## src/rtl/sync_dash_overlay.sv

```systemverilog
module sync_dash_overlay #(
  parameter int CW     = 12,
  parameter int PW     = 24,
  parameter int DASH_W = 4,
  parameter int DASH_H = 8
) (
  input  logic          clk,
  input  logic          rst_n,
  input  logic          en,
  input  logic [CW-1:0] hcount,
  input  logic [CW-1:0] vcount,
  input  logic          sync_evt,
  input  logic [1:0]    phase,
  input  logic [PW-1:0] pix_in,
  input  logic          hs_in,
  input  logic          vs_in,
  input  logic          de_in,
  output logic [PW-1:0] pix_out,
  output logic          hs_out,
  output logic          vs_out,
  output logic          de_out
);
  localparam int CP = PW / 3;
  localparam logic [PW-1:0] BLUE  = PW'({CP{1'b1}});
  localparam logic [PW-1:0] GREEN = PW'({CP{1'b1}}) << CP;
  localparam logic [PW-1:0] RED   = PW'({CP{1'b1}}) << (2 * CP);

  logic [CW-1:0] h0, v0;
  logic [1:0]    code;
  logic          armed;

  wire [CW-1:0] h_ref  = sync_evt ? hcount : h0;
  wire [CW-1:0] v_ref  = sync_evt ? vcount : v0;
  wire [1:0]    c_ref  = sync_evt ? phase  : code;
  wire [CW-1:0] dh     = hcount - h_ref;
  wire [CW-1:0] dv     = vcount - v_ref;
  wire          in_box = (sync_evt || armed) && (dh < CW'(DASH_W)) && (dv < CW'(DASH_H));
  wire          paint  = en && de_in && in_box;

  logic [PW-1:0] mark;
  always_comb begin
    case (c_ref)
      2'b01:   mark = BLUE;
      2'b10:   mark = RED;
      default: mark = GREEN;
    endcase
  end

  always_ff @(posedge clk) begin
    if (!rst_n) begin
      h0 <= '0; v0 <= '0; code <= 2'b00; armed <= 1'b0;
    end else if (sync_evt) begin
      h0 <= hcount; v0 <= vcount; code <= phase; armed <= 1'b1;
    end
  end

  always_ff @(posedge clk) begin
    if (!rst_n) begin
      pix_out <= '0; hs_out <= 1'b0; vs_out <= 1'b0; de_out <= 1'b0;
    end else begin
      pix_out <= paint ? mark : pix_in;
      hs_out  <= hs_in;
      vs_out  <= vs_in;
      de_out  <= de_in;
    end
  end
endmodule


```

## config.mk

```make
export PLATFORM = sky130hd
export DESIGN_NAME = sync_dash_overlay
export DESIGN_NICKNAME = d
export VERILOG_FILES = /design/src/rtl/sync_dash_overlay.sv
export SDC_FILE = /design/constraint.sdc
export NUM_CORES = 1
export LEC_CHECK = 0
export ABC_AREA = 1
export CAP_MARGIN = 25
export CELL_PAD_IN_SITES_DETAIL_PLACEMENT = 0
export CELL_PAD_IN_SITES_GLOBAL_PLACEMENT = 1
export CORE_MARGIN = 2
export CORE_UTILIZATION = 40
export DETAILED_ROUTE_END_ITERATION = 10
export DONT_BUFFER_PORTS = 1
export GPL_TIMING_DRIVEN = 0
export MAX_ROUTING_LAYER = met4
export PLACE_DENSITY_LB_ADDON = 0.08
export SYNTH_ARGS = -nofsm -noshare
export SYNTH_HDL_FRONTEND = slang
export SYNTH_SLANG_ARGS = --single-unit
```

## constraint.sdc

```tcl
create_clock -name clk -period 2.5 [get_ports clk]
set_input_delay 0.25 -clock clk [delete_from_list [all_inputs] [get_ports clk]]
set_output_delay 0.25 -clock clk [all_outputs]
set_load 0.005 [all_outputs]
```

==> run_results.csv, run 1 <==
group,metric,value,unit
worst_setup_path,path_cells,"mux2i_2 > ha_1 > inv_1 > o21ai_0 > a31oi_2 > buf_4 > nand3_1 > nand3_1 > nor3_4 > nand2_4 > buf_6 > nand2_1 > a21oi_2",
worst_setup_path,required,2680,ps
timing,worstMarginPinSlew,675,ps
clock_tree,cts-root-buf,"clkbuf_8",
worst_setup_path,max_stage_delay,340,ps
placed_design,dp_cells,551,
pwr,switching_power,717,uW
die,core,7650,um^2
worst_setup_path,critical-path-top-delay-family,"simple AND/OR/NAND/NOR gates",
worst_setup_path,worstPathArrival,2570,ps
yosys,ys_warn_count,0,
timing,min_period,2390,ps
clock_tree,postCtsHoldBufs,0,
yosys,ys_seq_area_share,34.8,%
yosys,netlist_instances,449,
timing,finalSetupViolations,0,
pwr,peakVddDrop,274,uV
pwr,clkPwrFrac,25.1,%
yosys,synth_simple_gate_area_share,32.4,%
yosys,synth_flop_cell,"dfxtp_1",
worst_setup_path,critical_path.max_fanout,10,
timing,rsz0062_at_grt,"true",
worst_setup_path,end_kind,"flop",
global_route,antenna_found_initial,0,
yosys,synth_top_area_share,34.8,%
routing,drt_pass1_iterations,4,
routing,drc,0,
clock_tree,clk_pin_slew_worst_paths,110,ps
worst_setup_path,critPathLaunchType,"flop",
clock_tree,clk_latency,310,ps
routing,avgRoutedWirePerCell,12.9,um
worst_setup_path,path_buf_inv,3,
timing,fmax,419,MHz
pwr,p_int,1.40,mW
finish,n_antenna_cell,0,
timing,hold_viol,0,
pwr,finalPower,2.12,mW
yosys,synth_top_family_by_area,"simple AND/OR/NAND/NOR gates",
finish,drive_above_1_share,24.2,%
yosys,synth-xor-area-share,0.282,%
placed_design,pre_cts_slack,-425,ps
pwr,switching_share,33.9,%
finish,stdcell_count,578,
yosys,muxShareOfSynthArea,6.44,%
yosys,synth_cell_types,30,
yosys,syn_area_per_cell,6.92,um^2
finish,areaGrowthSynthToFinish,26.8,%
routing,drt_wl_total,7480,um
timing,fin_skew,7.86,ps
global_route,grt_overflow_total,0,
clock_tree,cts_buffers,5,
die,die_area,8490,um^2
timing,fin_crit_sh,95.6,%
clock_tree,cts_tree,"yes",
placed_design,post-dp-hpwl,5610,um
finish,final_util,51.6,%
routing,drtAntennaViolNets,0,
routing,routed_via_density,4.79,
routing,vias,2771,
yosys,synth.most_common_cell,"nand2_1",
placed_design,port_buffers,0,
pwr,leakage,1.90,nW
timing,worst_slack,111,ps
placed_design,gp_congestion,0.781,
routing,drt_iter0_drc,60,
yosys,synth_edf_count,0,
yosys,yosys.area_share.adder,8.85,%
timing,relSlewSlack,55.0,%
timing,drv_slew,0,
yosys,synth_compound_area_share,8.45,%
die,die_h,92.2,um
die,start_util,40.7,%
pwr,power_density,537,nW/um^2
finish,nets,554,
global_route,grt_usage,17.2,%
die,dieWidth,92.2,um
global_route,grt_pass1_wl,11400,um
yosys,yosysTopAreaCell,"dfxtp_1",
clock_tree,numClockSinks,54,
flow_run,cap_viol_max_count,0,
yosys,synth_top_cells_by_count,"nand2_1 (136), inv_1 (56), dfxtp_1 (54), nor2_1 (54), a21oi_1 (31)",
timing,hold-worst-slack,30.7,ps
global_route,grt_start_max_net_pins,20,
yosys,synthesis.nets,528,
pwr,seqPwrFrac,44.0,%
die,boundaryPins,84,
worst_setup_path,crit_top_cell,"nand3_1",
finish,fillers,787,
yosys,netlist_area,3110,um^2
global_route,grt_pass1_vias,2483,
clock_tree,htree_levels,2,
worst_setup_path,cp_slowest_cell,"dfxtp_1",
run_status,outcome,"finished, final reports clean",
yosys,ys_async_sr_fraction,0,%
die,core.rowCount,32,
min_path,hold_class,"input pin to flop",
pwr,pwr-share-comb,30.9,%
clock_tree,clk_path_buf_depth,2,
yosys,ys_ff_latch,54,
yosys,synthTopCellsByArea,"dfxtp_1 (35%), nand2_1 (16%), ha_1 (8.9%)",
worst_setup_path,worstSetupPathType,"flop to flop",
[flip-flops by register name (all words and copies together) (netlist names)]
signal   flops
v0          12
vs_out       1
code         2
h0          12
hs_out       1
pix_out     24
de_out       1
armed        1
[cell families (layout without fill, tap and decap cells)]
group,count (synthesis),count (layout)
simple gates,236,236
compound gates,48,48
fa+ha+maj,22,22
mux,20,20
flops,54,54
xor+xnor,1,1
buf+inv,68,95
[power by group through the flow]
stage	combinational [mW]	sequential (mW)	clock [mW]
CTS	0.514	0.930	0.563
floorplan	0.409	0.944	0
global placement	0.500	0.948	0
global route	0.742	0.938	0.588
finish	0.655	0.932	0.531
detailed placement	0.504	0.950	0
[layout make-up]
cell class / instances / area (um^2) / share of cell area [%]
inverters: 58 / 218 / 5.52
well taps: 102 / 128 / 3.24
clock inverters: 3 / 26.3 / 0.666
repair buffers: 19 / 184 / 4.66
multi-input cells: 327 / 2140 / 54.3
clock buffers: 5 / 68.8 / 1.74
flip-flops and latches: 54 / 1080 / 27.5
plain buffers: 10 / 91.3 / 2.32
[timing repair]
action | in CTS | in global routing
gates resized for setup | 4 | 92
endpoints found under the setup margin | 20 | 24
buffers inserted | 2 | 16
cloned | 0 | 1
pin swaps | 2 | 44
[cells in the final DEF, fill, tap and decap left out, types with 5 or more instances in the layout]
cell type / netlist / layout
nor2_1: 54 / 51
mux2i_2: 0 / 8
a21oi_2: 1 / 23
buf_4: 1 / 14
nand3_2: 5 / 6
nand2_2: 2 / 11
nand3_1: 23 / 18
o21ai_0: 6 / 6
dfxtp_1: 54 / 51
a21oi_1: 31 / 6
clkbuf_1: 5 / 5
ha_4: 0 / 8
mux2i_1: 20 / 9
nand2_1: 136 / 126
buf_6: 2 / 5
clkbuf_8: 0 / 5
nand4_1: 5 / 5
inv_1: 56 / 53
ha_1: 22 / 13
[through the flow]
step | setup TNS (ps) | area (um^2)
after floorplan | 0 | 3130
after global placement | -9240 | 3250
after detailed placement | -9390 | 3250
after CTS | 0 | 3380
after global routing | -613 | 3940
final | 0 | 3940
[path summary, 6_finish.rpt]
| kind | from | to | slack (ps) | depth (start not counted) |
|---|---|---|---|---|
| hold reg to reg | armed | armed | 480 | 2 |
| setup reg to reg | v0[8] | pix_out[16] | 110 | 13 |
| hold / removal | de_in | de_out | 30 | 2 |
| setup / recovery | v0[8] | pix_out[16] | 110 | 13 |
[layer usage]
metal	share of wire (%)	vias up	GRT usage [%]
met5	0	-	-
met4	0.82	0	5.72
met3	4.3	4	3.78
met2	47	43	26.9
met1	48	1236	22.1
li1	-	1488	-
(Power assumes the default switching activity.)
==> inputs of run 2 (changes only) <==
==> constraint.sdc (replaced) <==
create_clock -name clk -period 2.5 [get_ports clk]
set_input_delay 0.125 -clock clk [delete_from_list [all_inputs] [get_ports clk]]
set_output_delay 0.125 -clock clk [all_outputs]
set_load 0.005 [all_outputs]
==> run 2 against run 1 <==
First-iteration DRC count is 75% higher. Final cell count is 9.3% higher. Flip-flop and latch count unchanged. Clock-buffer cell count rose by 1. Sequential share of layout area fell by 3.0 points. Clock power is 1% higher. Via count up 9.4%.
==> run_results.csv, run 2 (synthesis results as in run 1) <==
group,metric,value,unit
run_status,outcome,"finished, final reports clean",
finish,largest_register_ffs,24,
clock_tree,cts_tree,"yes",
placed_design,dpl_cell_area,3240,um^2
global_route,antenna_found_initial,0,
routing,drc,0,
timing,fin_skew,4.60,ps
worst_setup_path,worstRegToRegCells,13,
timing,hold_viol,0,
finish,stdcell_area,4410,um^2
timing,min_period,2390,ps
worst_setup_path,worstSetupPathType,"flop to flop",
finish,final_cell_mix,"nand2_1 (115), inv_1 (54), dfxtp_1 (53)",
timing,worst_slack,105,ps
global_route,grt_pass1_wl,13100,um
min_path,hold_class,"input pin to flop",
timing,hold-worst-slack,11.2,ps
finish,nets,608,
global_route,grt_start_max_net_pins,18,
die,die_area,8490,um^2
clock_tree,clk_path_buf_depth,2,
worst_setup_path,reg2reg_to,"pix_out[15]",
worst_setup_path,critical_path.max_fanout,8,
timing,worstMarginPinSlew,587,ps
routing,drt_wl_total,8010,um
routing,vias,3032,
clock_tree,cts-root-buf,"clkbuf_8",
finish,stdcell_count,632,
global_route,grt_usage,19.4,%
pwr,peakVddDrop,249,uV
clock_tree,clk_latency,310,ps
finish,layout_commonest_cell,"nand2_1",
timing,finalSetupViolations,0,
routing,drtAntennaViolNets,0,
timing,drv_slew,0,
global_route,grt_pass1_vias,2928,
worst_setup_path,path_cells,"mux2i_1 > ha_2 > a21oi_2 > inv_1 > a31oi_1 > nand2_1 > nand2_1 > nand3_2 > nor3_4 > buf_6 > buf_6 > nand3_4 > a21oi_2",
placed_design,post-dp-hpwl,5590,um
finish,multi_input_area,2100,um^2
timing,fin_crit_sh,95.8,%
clock_tree,clk_pin_slew_worst_paths,100,ps
pwr,power_density,495,nW/um^2
worst_setup_path,critPathLaunchType,"flop",
global_route,grt_overflow_total,0,
routing,drt_pass1_iterations,4,
die,core.rowCount,32,
finish,reg.largest.list,"pix_out x24, h0 x12, v0 x12",
worst_setup_path,cp_slowest_cell,"ha_2",
worst_setup_path,worstSetupEndpoint,"pix_out[15]",
worst_setup_path,worstPathArrival,2650,ps
die,dieWidth,92.2,um
worst_setup_path,rr_startpoint,"h0[5]",
placed_design,gp_congestion,0.771,
finish,n_antenna_cell,0,
die,start_util,40.7,%
finish,largest-register,"pix_out",
clock_tree,htree_levels,2,
placed_design,pre_cts_slack,-339,ps
die,core,7650,um^2
clock_tree,cts_buffers,5,
finish,drive_above_1_share,21.9,%
flow_run,cap_viol_max_count,0,
worst_setup_path,end_kind,"flop",
worst_setup_path,required,2750,ps
finish,seqCellArea,1080,um^2
routing,drt_iter0_drc,105,
pwr,leakage,2.12,nW
timing,fmax,418,MHz
placed_design,port_buffers,0,
die,die_h,92.2,um
worst_setup_path,max_stage_delay,360,ps
finish,areaGrowthSynthToFinish,42.0,%
clock_tree,numClockSinks,54,
die,boundaryPins,84,
routing,routed_via_density,4.80,
routing,avgRoutedWirePerCell,12.7,um
placed_design,dp_cells,551,
timing,relSlewSlack,60.9,%
worst_setup_path,critPathLaunch,"h0[5]",
finish,fillers,784,
worst_setup_path,reg2reg_slack,110,ps
run 2: worst max-delay path, delay by kind of cell (launching register included):
kind	cells	cell delay (ps)
AND/OR/NAND/NOR	5	600
adder cells (fa/ha/maj)	1	360
buffers and inverters	3	320
multiplexers	1	200
AO/OA/AOI/OAI	3	510
flip-flops	1	310
run 2: worst min path at each step:
stage	start	endpoint	slack, ps	cells past startpoint
after global routing	vcount[0]	v0[0]	10	2
after floorplan	de_in	de_out	220	2
after CTS	vcount[0]	v0[0]	1	2
final	vcount[0]	v0[0]	10	2
after global placement	rst_n	vs_out	220	2
after detailed placement	rst_n	vs_out	220	2
run 2: timing repair:
item / CTS / global route
pin swaps: 0 / 42
buffers inserted: 0 / 20
resized for setup: 2 / 94
endpoints found under the hold margin: 50 / 0
setup endpoints to repair: 1 / 24
cloned: 0 / 2
hold buffers: 51 / 0
run 2: cell type report:
type                       instances  share of cell area, %
clock buffer                       6                   1.87
timing repair buffer              73                   16.0
multi-input combinational        327                   47.5
sequential                        54                   24.5
inverter                          58                   4.93
buffer                            10                   1.90
clock inverter                     2                  0.368
tap                              102                   2.89
run 2: power breakdown:
group	internal [mW]	total, mW	switching, mW
registers	0.910	0.931	0.0208
logic	0.329	0.717	0.388
clock network	0.229	0.538	0.309
total	1.47	2.19	0.717
run 2: routing by layer:
metal / track usage (%) / vias up / part of all wire [%]
met2: 33.6 / 67 / 49
met3: 4.03 / 8 / 4.5
met5: - / - / 0
met1: 23.2 / 1361 / 45
li1: - / 1596 / -
met4: 4.48 / 0 / 1.2
run 2: stage by stage:
stage | TNS (ps) | power (mW) | utilization, %
detailed placement | -7370 | 1.45 | 42.4
global route | -887 | 2.35 | 57.7
CTS | 0 | 2.07 | 50.4
global placement | -7410 | 1.45 | 42.4
finish | 0 | 2.19 | 57.7
floorplan | 0 | 1.35 | -
==> inputs of run 3 (changes only) <==
- CORE_UTILIZATION: 40 -> 27
- GPL_TIMING_DRIVEN: 0 -> not set
==> run 3 against run 2 <==
The flow now finishes with violations (hold timing). Maximum frequency rose by 0.99%. First-iteration DRC count rose by 59%. Register-to-register slack better by 50 ps. Utilization fell by 20 points. Flip-flop and latch count stayed put. Combinational power is 7.1% lower. Global-route usage fell by 5.4 points. Non-clock buffer count shrank 17. Setup slack better by 23 ps. Final cell count grew 4.0%. Critical endpoint unchanged. Largest power group unchanged.
==> run_results.csv, run 3 (synthesis results as in run 1) <==
group,metric,value,unit
clock_tree,htree_levels,2,
timing,drv_slew,0,
timing,hold-worst-slack,-7.84,ps
global_route,grt_overflow_total,0,
finish,drive_above_1_share,16.9,%
clock_tree,cts_buffers,5,
pwr,leakage,2.07,nW
clock_tree,clk_path_buf_depth,2,
placed_design,post-dp-hpwl,6030,um
timing,hold_viol,2,
clock_tree,clk_latency,310,ps
finish,reg.largest.list,"pix_out x24, h0 x12, v0 x12",
worst_setup_path,end_kind,"flop",
routing,routed_via_density,4.54,
finish,final_cell_mix,"nand2_1 (126), dfxtp_1 (53), inv_1 (52), nor2_1 (52), dlygate4sd3_1 (46)",
die,start_util,27.5,%
finish,largest_register_ffs,24,
pwr,peakVddDrop,301,uV
finish,largest-register,"pix_out",
timing,relSlewSlack,32.6,%
routing,vias,2986,
timing,fin_crit_sh,94.8,%
clock_tree,cts_tree,"yes",
die,dieWidth,111,um
worst_setup_path,critPathLaunchType,"input pin",
timing,finalSetupViolations,0,
clock_tree,numClockSinks,54,
timing,fmax,422,MHz
routing,drt_wl_total,8480,um
placed_design,port_buffers,0,
min_path,hold_class,"input pin to flop",
die,die_area,12400,um^2
timing,worst_slack,129,ps
timing,min_period,2370,ps
global_route,grt_pass1_wl,13800,um
die,core.rowCount,39,
global_route,grt_pass1_vias,2902,
finish,layout_commonest_cell,"nand2_1",
routing,drt_pass1_iterations,4,
placed_design,dpl_cell_area,3260,um^2
worst_setup_path,critical_path.max_fanout,8,
die,die_h,111,um
run_status,outcome,"complete, but fails checks",
run_status,violations,"hold timing",
finish,areaGrowthSynthToFinish,37.5,%
routing,drtAntennaViolNets,0,
placed_design,pre_cts_slack,-102,ps
die,boundaryPins,84,
pwr,power_density,547,nW/um^2
worst_setup_path,worstPathArrival,2590,ps
placed_design,gp_congestion,0.757,
worst_setup_path,worstSetupPathType,"input pin to flop",
finish,n_antenna_cell,0,
finish,nets,592,
routing,avgRoutedWirePerCell,12.9,um
global_route,grt_usage,14.0,%
worst_setup_path,required,2720,ps
global_route,grt_start_max_net_pins,32,
timing,fin_skew,5.55,ps
global_route,antenna_found_initial,0,
timing,rsz0062_at_grt,"true",
clock_tree,clk_pin_slew_worst_paths,80,ps
flow_run,cap_viol_max_count,0,
die,core,11300,um^2
clock_tree,cts-root-buf,"clkbuf_16",
timing,worstMarginPinSlew,1000,ps
routing,drc,0,
routing,drt_iter0_drc,167,
finish,stdcell_area,4280,um^2
run 3: timing repair:
item | in CTS | in global routing
gates resized for setup | 3 | 59
setup buffers | 0 | 15
pin swaps | 1 | 43
endpoints found under the hold margin | 47 | 0
setup endpoints to repair | 24 | 24
hold buffers | 47 | 0
cloned | 0 | 1
run 3: worst paths after layout:
| check | start | end | slack [ps] | cells after the start |
|---|---|---|---|---|
| setup reg to reg | h0[2] | pix_out[15] | 160 | 16 |
| hold reg to reg | armed | armed | 460 | 2 |
| hold / removal | hcount[5] | h0[5] | -8 | 2 |
| setup / recovery | vcount[3] | pix_out[15] | 130 | 15 |
run 3: worst max-delay path, stage by stage:
cell	delay, ps
dlygate4sd3_1	540
mux2i_1	200
ha_1	320
buf_6	150
nand2_1	70
nor2_1	40
nand2_1	60
nand2_1	80
xor2_1	150
nor2_1	110
nand3_1	140
nor2_4	150
buf_12	150
nand3_4	160
a21oi_2	150
run 3: metal layers:
layer / GRT usage (%) / routed length (um) / vias to the layer above
met5: - / 0 / -
met4: 5.27 / 140 / 0
met3: 2.79 / 424 / 11
met2: 22.1 / 3830 / 73
met1: 17.8 / 4090 / 1342
li1: - / - / 1560
run 3: metrics by stage:
stage	power (mW)	TNS, ps	util (%)	std cells
after floorplan	1.35	0	-	449
after global placement	1.45	-60.4	28.8	586
after detailed placement	1.45	-2090	28.8	586
after CTS	2.29	0	34.4	641
after global routing	2.50	-1140	37.8	657
final	2.34	0	37.8	657
run 3: layout make-up:
type,instances,area [um^2]
Multi-Input combinational cell,328,2010
Tap cell,143,179
Clock inverter,3,28.8
Fill cell,1220,7040
Inverter,58,218
Clock buffer,5,125
Sequential cell,54,1080
Timing Repair Buffer,66,636
run 3: report_power, final:
part	switching [mW]	leakage (nW)	internal, mW	total [mW]
combinational	0.361	1.54	0.305	0.666
sequential	0.0197	0.449	0.910	0.930
clock	0.362	0.0759	0.383	0.745
total	0.743	2.07	1.60	2.34
